<file path="src/rtl/wdt_pkg.sv">
package wdt_pkg;

  // Select code, formed as {sel_hi, sel_lo}
  typedef enum logic [1:0] {
    CFG_FAST = 2'b00,
    CFG_OFF  = 2'b01,
    CFG_MID  = 2'b10,
    CFG_SLOW = 2'b11
  } cfg_code_e;

  typedef enum logic [1:0] {
    ST_HOLD  = 2'b00,
    ST_DELAY = 2'b01,
    ST_RUN   = 2'b10
  } sup_state_e;

endpackage

</file>
<file path="src/rtl/wdt_cfg_filter.sv">
module wdt_cfg_filter
  import wdt_pkg::*;
#(
  parameter int SETTLE = 5
) (
  input  logic      clk,
  input  logic      rst_n,
  input  logic      tick,
  input  logic      sel_lo,
  input  logic      sel_hi,
  output cfg_code_e cfg
);

  localparam int SET_W = $clog2(SETTLE + 1);

  logic [1:0] sync1_q, sync2_q;
  cfg_code_e  cand_q, cand_d;
  cfg_code_e  cfg_q, cfg_d;
  logic [SET_W-1:0] cnt_q, cnt_d;

  // Next-state: restart on any pin change, adopt after SETTLE stable ticks
  always_comb begin
    cand_d = cand_q;
    cfg_d  = cfg_q;
    cnt_d  = cnt_q;
    if (cfg_code_e'(sync2_q) != cand_q) begin
      cand_d = cfg_code_e'(sync2_q);
      cnt_d  = '0;
    end else if (cand_q != cfg_q && tick) begin
      if (cnt_q == SET_W'(SETTLE - 1)) begin
        cfg_d = cand_q;
        cnt_d = '0;
      end else begin
        cnt_d = cnt_q + 1'b1;
      end
    end
  end

  always_ff @(posedge clk or negedge rst_n) begin
    if (!rst_n) begin
      sync1_q <= 2'b00;
      sync2_q <= 2'b00;
      cand_q  <= CFG_FAST;
      cfg_q   <= CFG_FAST;
      cnt_q   <= '0;
    end else begin
      sync1_q <= {sel_hi, sel_lo};
      sync2_q <= sync1_q;
      cand_q  <= cand_d;
      cfg_q   <= cfg_d;
      cnt_q   <= cnt_d;
    end
  end

  assign cfg = cfg_q;

  // the settled code moves only on a tick that ends a full settle run
  assert_settle_full_R10: assert property (@(posedge clk) disable iff (!rst_n)
    (cfg_q != $past(cfg_q)) |-> ($past(tick) && $past(cnt_q) == SET_W'(SETTLE - 1)));

  // the settled code only ever takes the value of the candidate
  assert_settle_source_R10: assert property (@(posedge clk) disable iff (!rst_n)
    (cfg_q != $past(cfg_q)) |-> (cfg_q == $past(cand_q)));

endmodule

</file>
<file path="src/rtl/wdt_rst_seq.sv">
module wdt_rst_seq
  import wdt_pkg::*;
#(
  parameter int RST_DLY = 2000
) (
  input  logic      clk,
  input  logic      rst_n,
  input  logic      tick,
  input  logic      supply_ok,
  input  logic      fault,
  input  cfg_code_e cfg,
  output logic      run,
  output cfg_code_e win_sel
);

  localparam int DLY_W = $clog2(RST_DLY + 1);

  sup_state_e       state_q, state_d;
  logic [DLY_W-1:0] dly_q, dly_d;
  cfg_code_e        win_q, win_d;
  logic             release_now;

  assign release_now = (state_q == ST_DELAY) && supply_ok && tick &&
                       (dly_q == DLY_W'(RST_DLY - 1));

  always_comb begin
    state_d = state_q;
    dly_d   = dly_q;
    win_d   = win_q;
    unique case (state_q)
      ST_HOLD: begin
        dly_d = '0;
        if (supply_ok) state_d = ST_DELAY;
      end
      ST_DELAY: begin
        if (!supply_ok) begin
          state_d = ST_HOLD;
          dly_d   = '0;
        end else if (release_now) begin
          state_d = ST_RUN;
          dly_d   = '0;
          if (cfg != CFG_OFF) win_d = cfg;
        end else if (tick) begin
          dly_d = dly_q + 1'b1;
        end
      end
      ST_RUN: begin
        if (!supply_ok) begin
          state_d = ST_HOLD;
        end else if (fault) begin
          state_d = ST_DELAY;
          dly_d   = '0;
        end
      end
      default: state_d = ST_HOLD;
    endcase
  end

  always_ff @(posedge clk or negedge rst_n) begin
    if (!rst_n) begin
      state_q <= ST_HOLD;
      dly_q   <= '0;
      win_q   <= CFG_FAST;
    end else begin
      state_q <= state_d;
      dly_q   <= dly_d;
      win_q   <= win_d;
    end
  end

  assign run     = (state_q == ST_RUN);
  assign win_sel = win_q;

  // a supply drop forces reset on the next clock
  assert_supply_drop_R11: assert property (@(posedge clk) disable iff (!rst_n)
    !supply_ok |=> (state_q == ST_HOLD));

  // a fault while running restarts the full release delay
  assert_fault_delay_R6: assert property (@(posedge clk) disable iff (!rst_n)
    (state_q == ST_RUN && supply_ok && fault) |=> (state_q == ST_DELAY && dly_q == '0));

  // the captured window never moves while running
  assert_window_frozen_R4: assert property (@(posedge clk) disable iff (!rst_n)
    (state_q == ST_RUN) |=> (state_q != ST_RUN || $stable(win_q)));

  // release happens only from the delay state
  assert_release_path_R1: assert property (@(posedge clk) disable iff (!rst_n)
    $rose(run) |-> ($past(state_q) == ST_DELAY && $past(tick)));

endmodule

</file>
<file path="src/rtl/wdt_win_mon.sv">
module wdt_win_mon #(
  parameter int CNT_W = 16
) (
  input  logic             clk,
  input  logic             rst_n,
  input  logic             tick,
  input  logic             run,
  input  logic             en,
  input  logic [CNT_W-1:0] lo,
  input  logic [CNT_W-1:0] hi,
  input  logic             kick,
  output logic             fault
);

  logic [2:0]       ksh_q;
  logic             kedge, active, early, late;
  logic [CNT_W-1:0] cnt_q, cnt_d, hi_m1;

  assign kedge  = ksh_q[1] & ~ksh_q[2];
  assign active = run & en;
  assign hi_m1  = hi - 1'b1;
  assign early  = active & kedge & (cnt_q < lo);
  assign late   = active & tick & ~kedge & (cnt_q >= hi_m1);
  assign fault  = early | late;

  always_comb begin
    cnt_d = cnt_q;
    if (!active || kedge) begin
      cnt_d = '0;
    end else if (tick && cnt_q < hi_m1) begin
      cnt_d = cnt_q + 1'b1;
    end
  end

  always_ff @(posedge clk or negedge rst_n) begin
    if (!rst_n) begin
      ksh_q <= 3'b000;
      cnt_q <= '0;
    end else begin
      ksh_q <= {ksh_q[1:0], kick};
      cnt_q <= cnt_d;
    end
  end

  // the elapsed count never reaches the upper bound
  assert_cnt_bound_R7: assert property (@(posedge clk) disable iff (!rst_n)
    active |-> (cnt_q < hi));

  // nothing is counted outside the running state
  assert_idle_clear_R2: assert property (@(posedge clk) disable iff (!rst_n)
    !run |=> (cnt_q == '0));

  // an accepted edge restarts the window
  assert_restart_R5: assert property (@(posedge clk) disable iff (!rst_n)
    (active && kedge && !early) |=> (cnt_q == '0));

endmodule

</file>
<file path="src/rtl/wdt_window_supervisor.sv">
module wdt_window_supervisor
  import wdt_pkg::*;
#(
  parameter int RST_DLY = 2000,
  parameter int SETTLE  = 5,
  parameter int FAST_LO = 225,
  parameter int FAST_HI = 550,
  parameter int MID_LO  = 2000,
  parameter int MID_HI  = 4000,
  parameter int SLOW_LO = 8000,
  parameter int SLOW_HI = 16000,
  parameter int CNT_W   = 16
) (
  input  logic clk,
  input  logic rst_n,
  input  logic tick,
  input  logic supply_ok,
  input  logic sel_lo,
  input  logic sel_hi,
  input  logic kick,
  output logic rst_out_n
);

  cfg_code_e        cfg, win_sel;
  logic             run, fault, wd_en;
  logic [CNT_W-1:0] lo, hi;

  wdt_cfg_filter #(.SETTLE(SETTLE)) u_filt (
    .clk    (clk),
    .rst_n  (rst_n),
    .tick   (tick),
    .sel_lo (sel_lo),
    .sel_hi (sel_hi),
    .cfg    (cfg)
  );

  wdt_rst_seq #(.RST_DLY(RST_DLY)) u_seq (
    .clk       (clk),
    .rst_n     (rst_n),
    .tick      (tick),
    .supply_ok (supply_ok),
    .fault     (fault),
    .cfg       (cfg),
    .run       (run),
    .win_sel   (win_sel)
  );

  always_comb begin
    unique case (win_sel)
      CFG_SLOW: begin lo = CNT_W'(SLOW_LO); hi = CNT_W'(SLOW_HI); end
      CFG_MID:  begin lo = CNT_W'(MID_LO);  hi = CNT_W'(MID_HI);  end
      default:  begin lo = CNT_W'(FAST_LO); hi = CNT_W'(FAST_HI); end
    endcase
  end

  assign wd_en = (cfg != CFG_OFF);

  wdt_win_mon #(.CNT_W(CNT_W)) u_mon (
    .clk   (clk),
    .rst_n (rst_n),
    .tick  (tick),
    .run   (run),
    .en    (wd_en),
    .lo    (lo),
    .hi    (hi),
    .kick  (kick),
    .fault (fault)
  );

  assign rst_out_n = run;

  // with the watchdog switched off, no fault is raised
  assert_off_quiet_R8: assert property (@(posedge clk) disable iff (!rst_n)
    (cfg == CFG_OFF) |-> !fault);

endmodule

</file>
<file path="config.mk">
export PLATFORM = sky130hd
export DESIGN_NAME = wdt_window_supervisor
export DESIGN_NICKNAME = d
export VERILOG_FILES = /design/src/rtl/wdt_pkg.sv /design/src/rtl/wdt_cfg_filter.sv /design/src/rtl/wdt_rst_seq.sv /design/src/rtl/wdt_win_mon.sv /design/src/rtl/wdt_window_supervisor.sv
export SDC_FILE = /design/constraint.sdc
export NUM_CORES = 1
export LEC_CHECK = 0
export BUFFER_PORTS_ARGS = -buffer_cell sky130_fd_sc_hd__buf_2
export CAP_MARGIN = 20
export CORE_MARGIN = 1
export CORE_UTILIZATION = 45
export CTS_BUF_LIST = sky130_fd_sc_hd__clkbuf_4 sky130_fd_sc_hd__clkbuf_8 sky130_fd_sc_hd__clkbuf_16
export CTS_CLUSTER_SIZE = 25
export DETAILED_ROUTE_END_ITERATION = 12
export GPL_ROUTABILITY_DRIVEN = 0
export PLACE_DENSITY_LB_ADDON = 0.12
export SLEW_MARGIN = 15
export SYNTH_ARGS = -nofsm -noshare
export SYNTH_HDL_FRONTEND = slang
export SYNTH_SLANG_ARGS = --single-unit
</file>
<file path="constraint.sdc">
create_clock -name clk -period 2.3 [get_ports clk]
set_input_delay 0.46 -clock clk [delete_from_list [all_inputs] [get_ports clk]]
set_output_delay 0.46 -clock clk [all_outputs]
set_load 0.005 [all_outputs]
</file>
### Word level (Yosys, flattened, before mapping)

Index checks and enable logic that the tools add are counted.
W data, S select, Z words.

* register bits after elaboration: 45
* bits of input ports: 7
* output and inout port bits: 1
* word-level logic and storage cells: 77

* add/sub/neg operators: 4
* order comparisons: 3
* eq/ne operators: 15
* multiplexer cells: 19
* bitwise gates (word level): 11
* reductions and logical operators: 15

Operator list (number)
* $mux W11: 5
* $pmux W11 S3: 1
* $mux W16: 2
* $pmux W14 S2: 1
* $pmux W13 S2: 1
* $add A16 B1 Y16 const B: 1
* $ge A16 B16 Y1: 1
* $lt A16 B13 Y1: 1
* $lt A16 B16 Y1: 1
* $sub A14 B1 Y15 const B: 1
* $add A11 B1 Y11 const B: 1
* $eq A11 B11 Y1 const B: 1
* $mux W2: 5
* $mux W3: 3
* $reduce_and A4 Y1: 2
* $and A1 B1 Y1: 7
* $eq A2 B2 Y1 const B: 3
* $ne A2 B2 Y1 const B: 3
* $pmux W2 S3: 1
* $reduce_and A3 Y1: 2
* $logic_and A1 B1 Y1: 5
* $ne A2 B2 Y1: 2
* $ne A4 B3 Y1 const B: 1
* $reduce_bool A2 Y1: 2
* 12 further kinds: 14

### Depth between registers and ports, before layout

Gate-level depths: netlist of the first run.

* word-level depth: 9
* mapped depth: 10
* depth with buffers taken out: 10

### Hierarchy

From an unflattened synthesis of the first run, not the netlist that was laid out.

* cells, all modules: 361
* area total of the unflattened synthesis: 3209.3 um^2

By module, submodules not included
* wdt_win_mon: instances 1, cells each 230, area an instance 1886.8 um^2, seq. area each 475.5 um^2
* wdt_rst_seq: instances 1, cells each 87, area an instance 832.0 um^2, seq. area each 375.4 um^2
* wdt_cfg_filter: instances 1, cells each 36, area an instance 452.9 um^2, seq. area each 275.3 um^2
* wdt_window_supervisor: instances 1, cells each 8, area an instance 37.5 um^2, seq. area each 0.0 um^2

### Worst setup path after synthesis of the first run

Ideal clock, no wire load.

* path type: reg2reg
* from: register u_seq.win_q[1] (netlist: u_seq.win_sel[1])
* to: register u_mon.cnt_q[12]
* arrival time: 2.169 ns
* slack: 0.053 ns
* cell stages (with the launch flop): 9
* clock period less this slack: 2.247 ns
* cells stage by stage: dfrtp_1 -> inv_1 -> ha_1 -> a211oi_2 -> nor4_4 -> o2111ai_4 -> nand3_4 -> or3_1 -> a21oi_1

* longest elaborated chain between the ends: 6
* elaborated cells between the ends (all ways): 7

Ends and longest elaborated chain
* from (decl): RTL line wdt_rst_seq.sv:20 `cfg_code_e win_q, win_d;`
* from (signal assigned): RTL line wdt_rst_seq.sv:67 `win_q <= win_d;`
* $eq A2 B2 Y1: RTL line wdt_window_supervisor.sv:49 `unique case (win_sel)`
* $pmux W14 S2 (*): RTL line wdt_window_supervisor.sv:49
* $sub A14 B1 Y15 (*): RTL line wdt_win_mon.sv:21 `assign hi_m1 = hi - 1'b1;`
* $lt A16 B16 Y1 (*): RTL line wdt_win_mon.sv:30 `end else if (tick && cnt_q < hi_m1) begin`
* $logic_and A1 B1 Y1 (*): RTL line wdt_win_mon.sv:30
* $reduce_bool A2 Y1 (no line) (*)
* to (signal assigned): RTL line wdt_win_mon.sv:41 `cnt_q <= cnt_d;`
* to (decl): RTL line wdt_win_mon.sv:17 `logic [CNT_W-1:0] cnt_q, cnt_d, hi_m1;`

Mark *: on every way between the ends. The rest lies on a longest branch, timed or not.
A chain may end at the register's enable or synchronous reset.

### Final worst setup path of the first run

* from: register u_seq.win_q[1] (netlist: u_seq.win_sel[1])
* to: register u_mon.cnt_q[11]

The elaborated chain is that of the path after synthesis.

==> flow_metrics.py, run 1 <==
metrics = {
    "setup_path": {
        "crit_fanout": 8,
        "endpoint": "u_mon.cnt_q[11]",
        "slowest_delay_ps": 430,
        "cp-end-kind": "flop",
        "r2r_setup_slack_ps": -50,
        "crit_slowest_cell": "dfrtp_2",
        "arrival_ps": 2560,
        "r2r-end": "u_mon.cnt_q[11]",
        "r2r.worst_path.cells": 8,
        "critPathKind": "flop to flop",
        "crit_chain": "clkinv_4, ha_1, a211oi_2, nor2_1, and4bb_4, nand4b_4, or3_4, a21oi_2",
        "cp.required_ps": 2510,
        "crit_start": "u_seq.win_sel[1]",
        "startpoint_type": "flop",
        "reg2reg_from": "u_seq.win_sel[1]",
    },
    "logic_synthesis": {
        "syn_inst": 275,
        "synth_top_cell_area_share": 0.424,
        "synth-seq-cells": 45,
        "yosysSeqAreaShare": 0.424,
        "syn_nets": 304,
        "async_flop_share": 1.00,
        "synth.distinct_cells": 50,
        "synth_area_per_cell_um2": 9.66,
        "synth-edff-count": 0,
        "synth_ff_type": "dfrtp_1",
        "yosysWarnings": 0,
        "netlist_area_mm2": 0.00266,
        "synth_area_leaders": "dfrtp_1 42%, ha_1 10%, a21oi_1 5.1%",
        "yosys.area.top_type": "dfrtp_1",
    },
    "floorplanning": {
        "die_area_mm2": 0.00621,
        "initial_core_util": 0.474,
        "num_rows": 27,
        "ios": 8,
        "coreArea_mm2": 0.00561,
        "die_height_um": 78.8,
        "die_w_um": 78.8,
    },
    "detailed_routing": {
        "wl_per_cell_um": 14.6,
        "vias": 2069,
        "first_pass_iters": 4,
        "avgViaCountPerCell": 5.46,
        "finalWirelength_mm": 5.55,
        "drc": 0,
        "drt_iter0_drc": 70,
        "postRouteAntennaNets": 0,
    },
    "timing": {
        "fmax_mhz": 426,
        "rsz0062_at_grt": "yes",
        "tns_ps": -72.5,
        "final-setup-viol-count": 2,
        "worstMarginPinSlew_ps": 643,
        "min_period_ps": 2350,
        "drv_slew": 0,
        "finalHoldViolCount": 0,
        "fin_ws_ps": -47.3,
        "holdWs_ps": 237,
        "fin_skew_ps": 9.60,
        "timing.final.crit_share": 1.02,
        "slew_headroom": 0.571,
    },
    "cells_and_area": {
        "regArea_mm2": 0.00113,
        "multi_input_area_mm2": 0.00157,
        "antenna_cells": 0,
        "nFillCells": 529,
        "final_cell_mix": "44 x dfrtp_1, 24 x nand2_1, 22 x a21oi_1",
        "drive_gt1_frac": 0.257,
        "fin_nets": 335,
        "areaGrowthSynthToFinish_pct": 18.7,
        "final_common_cell": "dfrtp_1",
        "fin_util": 0.562,
    },
    "place": {
        "place.port_buffers": 7,
        "dp_hpwl_mm": 3.86,
        "pre_cts_slack_ps": -121,
    },
    "clock_network": {
        "path_clk_slew_ps": 90,
        "cts_tree": "yes",
        "hold_buffers": 0,
        "clk_path_buf_depth": 2,
        "cts_buffers": 5,
        "cts-root-buf": "clkbuf_8",
        "clock_latency_ps": 300,
        "htreeDepth": 2,
        "cts_sinks": 45,
    },
    "pwr": {
        "vdd_drop_max_mv": 0.263,
        "finalPower_mw": 1.39,
        "p_per_area_mw_per_mm2": 441,
        "leakage_nw": 1.39,
    },
    "run_status": {
        "status": "finished, violations left",
        "violations": "setup timing",
    },
    "global_routing": {
        "gr-total-overflow": 0,
        "grt_pass1_wl_mm": 9.27,
        "grt_max_degree": 46,
        "grt_antenna_before_repair": 0,
        "grtUsageTotal": 0.191,
        "grt_pass1_vias": 1927,
    },
    "flow_run": {
        "max-cap-violations": 0,
    },
    "min_path": {
        "hold_path_class": "input pin to async pin",
    },
}
==> kinds of logic after synthesis <==
logic type                 Yosys count  synth area share
and+or+nand+nor                    108             0.226
AOI/OAI and AO/OA                   66             0.166
DFF                                 45             0.424
adders and majority gates           22             0.104
buffers and inverters               19            0.0283
xor gates and xnor gates            10            0.0330
muxes                                4            0.0179
other                                1           0.00141
==> how the worst min path moves through the flow <==
| stage | startpoint | end | slack [ps] | cells past startpoint |
|---|---|---|---|---|
| after floorplan | rst_n | u_filt.cand_q[0] | 160 | 0 |
| after global placement | u_filt.sync1_q[1] | u_filt.sync2_q[1] | 330 | 0 |
| after detailed placement | u_mon.ksh_q[0] | u_mon.ksh_q[1] | 340 | 0 |
| after CTS | sel_lo | u_filt.sync1_q[0] | 250 | 1 |
| after global routing | sel_lo | u_filt.sync1_q[0] | 250 | 1 |
| final | rst_n | u_mon.cnt_q[0] | 240 | 2 |
==> per-stage QoR <==
stage          instance area (um^2)  std cells
2_1_floorplan                  2660        275
3_3_place_gp                   2890        366
3_5_place_dp                   2890        366
4_1_cts                        3000        374
5_1_grt                        3150        379
6_report                       3150        379
==> critical path, delay by kind of cell, from the launching register on <==
kind / cells / cell delay [ps]
adder cells (fa/ha/maj): 1 / 310
AO/OA/AOI/OAI: 2 / 350
buffers and inverters: 1 / 110
flip-flops: 1 / 430
AND/OR/NAND/NOR: 4 / 1060
==> cells in the mapped netlist, types with 5 or more instances <==
cell and n:
o2bb2ai_1 6, or3_1 8, and3_1 5, o21ai_0 16, nand2_1 28, a21oi_1 27
inv_1 12, nor2_1 18, clkbuf_1 6, nor3_1 10, nand3_1 11, ha_1 22
nand4_1 5, dfrtp_1 45, xor2_1 7
==> power by group <==
part	switching [mW]	internal [mW]
logic	0.0437	0.0259
registers	0.00814	0.803
clock network	0.291	0.220
==> repair_timing <==
action                                  in CTS  in global routing
endpoints found under the setup margin      20                 25
endpoints found under the hold margin        0                  0
pin swaps                                    8                 10
resized for setup                            6                 24
cloned                                       0                  1
setup buffers                                0                  4
==> state kept, by name (all words and copies together), names as in the netlist <==
register,count
u_filt.cand_q,2
u_filt.cfg,2
u_filt.cnt_q,3
u_filt.sync1_q,2
u_filt.sync2_q,2
u_mon.cnt_q,16
u_mon.ksh_q,3
u_seq.dly_q,11
u_seq.state_q,2
u_seq.win_sel,2
==> metal layers <==
| metal | part of all wire | global-route usage |
|---|---|---|
| met5 | 0 | 0 |
| met4 | 0.0085 | 0.0382 |
| met1 | 0.50 | 0.269 |
| met3 | 0.020 | 0.0345 |
| met2 | 0.47 | 0.310 |
==> final cells by class <==
cell class,instances,share of cell area
Clock buffer,5,0.0218
Clock inverter,3,0.00794
Sequential cell,45,0.358
Multi-Input combinational cell,212,0.499
Timing Repair Buffer,30,0.0694
Inverter,12,0.0159
Tap cell,72,0.0286
Note: power is estimated with default switching activity, not from simulation.
==> inputs of run 2 (changes only) <==
--- a/config.mk
+++ b/config.mk
@@ -13,5 +13,4 @@
 export CTS_CLUSTER_SIZE = 25
 export DETAILED_ROUTE_END_ITERATION = 12
-export GPL_ROUTABILITY_DRIVEN = 0
 export PLACE_DENSITY_LB_ADDON = 0.12
 export SLEW_MARGIN = 15
@@ -19,2 +18,3 @@
 export SYNTH_HDL_FRONTEND = slang
 export SYNTH_SLANG_ARGS = --single-unit
+export TNS_END_PERCENT = 20
==> constraint.sdc (replaced) <==
create_clock -name clk -period 2.3 [get_ports clk]
set_input_delay 0.23 -clock clk [delete_from_list [all_inputs] [get_ports clk]]
set_output_delay 0.23 -clock clk [all_outputs]
set_load 0.005 [all_outputs]
==> run 2 against run 1 <==
Net effect: the run still ends with setup timing left; worst setup slack worse by 22 ps; combinational power rose by 1%; via count is 3.7% higher; flip-flop and latch count stayed put; sequential power is essentially flat; wire length rose by 3.4%; cell count fell by 0.26%; clock-buffer cell count did not move; non-clock buffer count unchanged; first-iteration DRC count down 21%; highest routed layer unchanged.
==> flow_metrics.py, run 2 (synthesis gave the netlist of run 1 again) <==
metrics = {
    "place": {
        "place.port_buffers": 7,
        "dpl-instance-area_mm2": 0.00290,
        "globalplace.congestion": 0.824,
        "dp_hpwl_mm": 4.03,
    },
    "clock_network": {
        "path_clk_slew_ps": 100,
        "cts_tree": "yes",
        "clock_latency_ps": 310,
        "cts_sinks": 45,
        "htreeDepth": 2,
        "cts_buffers": 5,
        "clk_path_buf_depth": 2,
        "cts-root-buf": "clkbuf_8",
    },
    "timing": {
        "worstMarginPinSlew_ps": 643,
        "timing.final.crit_share": 1.03,
        "final-setup-viol-count": 7,
        "min_period_ps": 2370,
        "drv_slew": 0,
        "fin_skew_ps": 11.9,
        "finalHoldViolCount": 0,
        "fin_ws_ps": -69.6,
        "rsz0062_at_grt": "yes",
        "slew_headroom": 0.572,
        "fmax_mhz": 422,
    },
    "setup_path": {
        "startpoint_type": "flop",
        "slowest_delay_ps": 460,
        "cp.required_ps": 2530,
        "critPathKind": "flop to flop",
        "cp-end-kind": "flop",
        "crit_slowest_cell": "dfrtp_2",
        "r2r_setup_slack_ps": -70,
        "crit_chain": "inv_4, ha_1, a211oi_1, nor2_1, and4bb_4, nand4b_4, or3_4, a21oi_2",
        "arrival_ps": 2590,
        "crit_fanout": 7,
        "critPathBufInv": 1,
        "critical_path.top_delay_family": "simple AND/OR/NAND/NOR gates",
    },
    "run_status": {
        "status": "finished, violations left",
        "violations": "setup timing",
    },
    "detailed_routing": {
        "avgViaCountPerCell": 5.68,
        "first_pass_iters": 4,
        "drt_iter0_drc": 55,
        "vias": 2146,
        "wl_per_cell_um": 15.2,
        "postRouteAntennaNets": 0,
        "drc": 0,
        "finalWirelength_mm": 5.74,
    },
    "cells_and_area": {
        "antenna_cells": 0,
        "fin_nets": 334,
        "drive_gt1_frac": 0.242,
        "final_common_cell": "dfrtp_1",
        "largest_register_ffs": 16,
        "design_area_mm2": 0.00312,
        "top_register": "u_mon.cnt_q",
        "final_cell_mix": "44 x dfrtp_1, 25 x nand2_1, 23 x a21oi_1",
        "areaGrowthSynthToFinish_pct": 17.3,
        "largestRegisters": "u_mon.cnt_q (16), u_seq.dly_q (11)",
    },
    "floorplanning": {
        "ios": 8,
        "initial_core_util": 0.474,
        "num_rows": 27,
        "die_w_um": 78.8,
        "die_area_mm2": 0.00621,
        "coreArea_mm2": 0.00561,
        "die_height_um": 78.8,
    },
    "min_path": {
        "hold_path_class": "input pin to flop",
    },
    "global_routing": {
        "grt_pass1_vias": 2082,
        "grtUsageTotal": 0.197,
        "grt_pass1_wl_mm": 9.52,
        "gr-total-overflow": 0,
        "grt_max_degree": 29,
        "grt_antenna_before_repair": 0,
    },
    "pwr": {
        "finalPower_mw": 1.41,
        "leakage_nw": 1.36,
        "p_per_area_mw_per_mm2": 453,
        "vdd_drop_max_mv": 0.336,
    },
    "flow_run": {
        "max-cap-violations": 0,
    },
}
==> run 2: cell count changes in the layout (fill, tap and decap cells not counted), moves of 2 or more <==
cell,previous run,this run
buf_4,20,22
buf_6,3,0
clkinv_4,2,0
o21ai_0,15,13
o21ai_1,1,3
==> run 2: worst paths after layout <==
kind	start	end	cells after the start
hold reg to reg	u_mon.ksh_q[0]	u_mon.ksh_q[1]	0
setup reg to reg	u_seq.win_sel[1]	u_mon.cnt_q[11]	8
max in group asynchronous	rst_n	u_mon.cnt_q[14]	3
setup / recovery	u_seq.win_sel[1]	u_mon.cnt_q[11]	8
hold / removal	sel_hi	u_filt.sync1_q[1]	1
min in group asynchronous	rst_n	u_mon.cnt_q[0]	2
==> run 2: cell type report <==
type | instances | area (um^2)
clock inverters | 3 | 25.0
repair buffers | 30 | 210
well taps | 72 | 90.1
fillers | 510 | 2490
clock buffers | 5 | 68.8
multi-input cells | 211 | 1550
flip-flops and latches | 45 | 1130
inverters | 12 | 47.5
==> run 2: stage by stage <==
step / setup TNS [ps] / util / setup slack, ps / instances / hold slack (ps)
final: -287 / 0.556 / -69.6 / 378 / 17.0
after global routing: -1560 / 0.556 / -152 / 378 / 0.0946
after CTS: 0 / 0.542 / 10.7 / 376 / 6.22
after detailed placement: -470 / 0.517 / -83.5 / 367 / 295
after global placement: -607 / 0.517 / -84.1 / 367 / 296
after floorplan: 0 / - / 52.9 / 275 / -65.6
==> run 2: power breakdown <==
group	switching, mW	total (mW)	internal (mW)
registers	0.00778	0.811	0.803
clock network	0.309	0.530	0.222
logic	0.0438	0.0705	0.0267
total	0.360	1.41	1.05
==> run 2: what timing repair did <==
action	CTS	global route
hold endpoints to repair	26	0
setup buffers	0	2
cloned	0	0
endpoints found under the setup margin	12	27
pin swaps	8	7
gates resized for setup	11	14
hold buffers	1	0
==> run 2: metal layers <==
metal  track usage  wire [um]  vias up
met3        0.0437        178       11
met5             0          0        -
met2         0.312       2730       33
met1         0.263       2700     1039
li1              -          -     1063
met4        0.0745        127        0
==> inputs of run 3 (changes only) <==
Settings changed: ABC_AREA set to 1.
==> run 3 against run 2 <==
Net effect: the run ends with hold timing left; worst hold slack lost 41 ps; sequential power grew 1%; non-clock buffer count shrank 17; synthesized cell count grew 42%; first-iteration DRC count grew 110%; register-to-register slack gained 280 ps; flip-flop and latch count is the same; cell count grew 26%; critical path type unchanged.
==> flow_metrics.py, run 3 <==
metrics = {
    "logic_synthesis": {
        "yosys.area.top_type": "dfrtp_1",
        "synth_top_cell_area_share": 0.371,
        "syn_inst": 390,
        "async_flop_share": 1.00,
        "netlist_area_mm2": 0.00304,
        "synth_mux_area_frac": 0.00329,
        "synth_top_family_by_area": "simple AND/OR/NAND/NOR gates",
        "synth.distinct_cells": 34,
        "synth_area_per_cell_um2": 7.79,
        "synthAdderAreaFrac": 0.0906,
        "synth_xor_area_frac": 0.0490,
        "syn_nets": 419,
        "synth-edff-count": 0,
        "synthSimpleGateAreaFrac": 0.347,
        "netlist_top_cells_count": "81 x nand2_1, 46 x nand3_1, 45 x dfrtp_1",
        "synth_area_leaders": "dfrtp_1 37%, nand2_1 10%, ha_1 9.1%",
        "synth_ff_type": "dfrtp_1",
        "yosysWarnings": 0,
        "synth_compound_area_frac": 0.0655,
        "synth-seq-cells": 45,
        "synth_most_common_cell": "nand2_1",
        "yosysSeqAreaShare": 0.371,
    },
    "cells_and_area": {
        "final_common_cell": "nand2_1",
        "final_cell_mix": "80 x nand2_1, 46 x nand3_1, 45 x dfrtp_1",
        "largestRegisters": "u_mon.cnt_q (16), u_seq.dly_q (11)",
        "regArea_mm2": 0.00113,
        "multi_input_area_mm2": 0.00170,
        "top_register": "u_mon.cnt_q",
        "drive_gt1_frac": 0.155,
        "areaGrowthSynthToFinish_pct": 7.78,
        "nFillCells": 610,
        "largest_register_ffs": 16,
        "fin_nets": 429,
        "antenna_cells": 0,
        "design_area_mm2": 0.00328,
    },
    "timing": {
        "min_period_ps": 2090,
        "slew_headroom": 0.554,
        "timing.final.crit_share": 0.908,
        "final-setup-viol-count": 0,
        "holdWs_ps": -24.4,
        "fin_skew_ps": 8.64,
        "finalHoldViolCount": 15,
        "worstMarginPinSlew_ps": 668,
        "drv_slew": 0,
        "rsz0062_at_grt": "no",
        "tns_ps": 0,
        "fmax_mhz": 479,
    },
    "setup_path": {
        "arrival_ps": 2300,
        "cp-end-kind": "flop",
        "cp.required_ps": 2510,
        "crit_fanout": 11,
        "critPathKind": "flop to flop",
        "startpoint_type": "flop",
        "r2r_setup_slack_ps": 210,
    },
    "detailed_routing": {
        "postRouteAntennaNets": 0,
        "met2_length_mm": 2.82,
        "wl_met3_um": 245,
        "wl_per_cell_um": 13.3,
        "drc": 0,
        "first_pass_iters": 4,
        "drt-met1-wl_mm": 3.20,
        "vias": 2491,
        "drt_iter0_drc": 116,
        "routed.top_layer": "met4",
        "finalWirelength_mm": 6.35,
        "avgViaCountPerCell": 5.21,
    },
    "place": {
        "dpl-instance-area_mm2": 0.00315,
        "globalplace.congestion": 0.809,
        "dp_hpwl_mm": 4.63,
        "place.port_buffers": 7,
    },
    "global_routing": {
        "grt_max_degree": 46,
        "grt_pass1_wl_mm": 11.0,
        "gr-total-overflow": 0,
        "grt_pass1_vias": 2319,
        "grt_antenna_before_repair": 0,
        "grtUsageTotal": 0.195,
    },
    "clock_network": {
        "cts_buffers": 5,
        "post-cts-setup-buffers": 0,
        "cts_tree": "yes",
        "ctsResizeCount": 0,
        "path_clk_slew_ps": 90,
        "clock_latency_ps": 310,
        "cts-root-buf": "clkbuf_8",
        "cts_sinks": 45,
        "clk_path_buf_depth": 2,
        "htreeDepth": 2,
        "hold_buffers": 0,
    },
    "floorplanning": {
        "die_area_mm2": 0.00709,
        "die_w_um": 84.2,
        "num_rows": 29,
        "coreArea_mm2": 0.00642,
        "die_height_um": 84.2,
        "ios": 8,
        "initial_core_util": 0.473,
    },
    "run_status": {
        "status": "finished, violations left",
        "violations": "hold timing",
    },
    "pwr": {
        "leakage_nw": 1.61,
        "vdd_drop_max_mv": 0.420,
        "p_per_area_mw_per_mm2": 468,
    },
    "min_path": {
        "hold_path_class": "input pin to async pin",
    },
    "flow_run": {
        "max-cap-violations": 0,
    },
}
==> run 3: stage by stage <==
step / hold WS [ps] / setup slack (ps) / std cells / utilization / power (mW)
6_report: -24.4 / 211 / 478 / 0.510 / 1.53
5_1_grt: 3.36 / 41.5 / 478 / 0.510 / 1.60
4_1_cts: 8.26 / 150 / 478 / 0.509 / 1.56
3_5_place_dp: 338 / 199 / 470 / 0.491 / 0.930
3_3_place_gp: 337 / 244 / 470 / 0.491 / 0.929
2_1_floorplan: -65.6 / 358 / 390 / - / 0.891
==> run 3: report_power, final <==
part | internal, mW | total, mW | switching, mW | leakage, nW
combinational | 0.0265 | 0.0937 | 0.0672 | 0.965
sequential | 0.806 | 0.819 | 0.0129 | 0.594
clock | 0.325 | 0.621 | 0.296 | 0.0543
total | 1.16 | 1.53 | 0.376 | 1.61
==> run 3: kinds of logic (layout without fill, tap and decap cells) <==
| family | count (synthesis) | after routing |
|---|---|---|
| other | 1 | 1 |
| muxes | 1 | 1 |
| buffers and inverters | 52 | 63 |
| adders and majority gates | 22 | 22 |
| DFF | 45 | 45 |
| xor gates and xnor gates | 17 | 17 |
| AOI/OAI and AO/OA | 33 | 33 |
| and+or+nand+nor | 219 | 219 |
==> run 3: per-layer routing <==
metal  global-route usage  vias to the layer above
met3               0.0324                        8
met2                0.309                       46
met5                    0                        -
li1                     -                     1300
met1                0.279                     1137
met4               0.0502                        0
==> run 3: final cells by class <==
cell class | count | area share
clock buffer | 5 | 0.0210
clock inverter | 3 | 0.0141
inverter | 42 | 0.0481
multi-input combinational | 293 | 0.519
sequential | 45 | 0.344
tap | 77 | 0.0294
timing repair buffer | 13 | 0.0244
==> run 3: critical path: stages (launching register included) <==
cell     delay, ps
dfrtp_1        390
inv_1           90
nor2_1         170
inv_1           60
ha_1           290
a21o_1         160
nor2_1         100
nand2_1         70
nand2_2         90
nand2_2         60
nand2_2         70
nand3_2         90
buf_4          200
nand3_1        100
nand2_2         50
==> run 3: final timing paths <==
kind,startpoint,depth (start not counted),end
min in group clk,kick,1,u_mon.ksh_q[0]
min reg2reg,u_mon.ksh_q[0],0,u_mon.ksh_q[1]
max in group asynchronous,rst_n,2,u_mon.cnt_q[12]
max reg2reg,u_seq.win_sel[1],14,u_seq.dly_q[4]
max,u_seq.win_sel[1],14,u_seq.dly_q[4]
min,rst_n,2,u_mon.cnt_q[2]
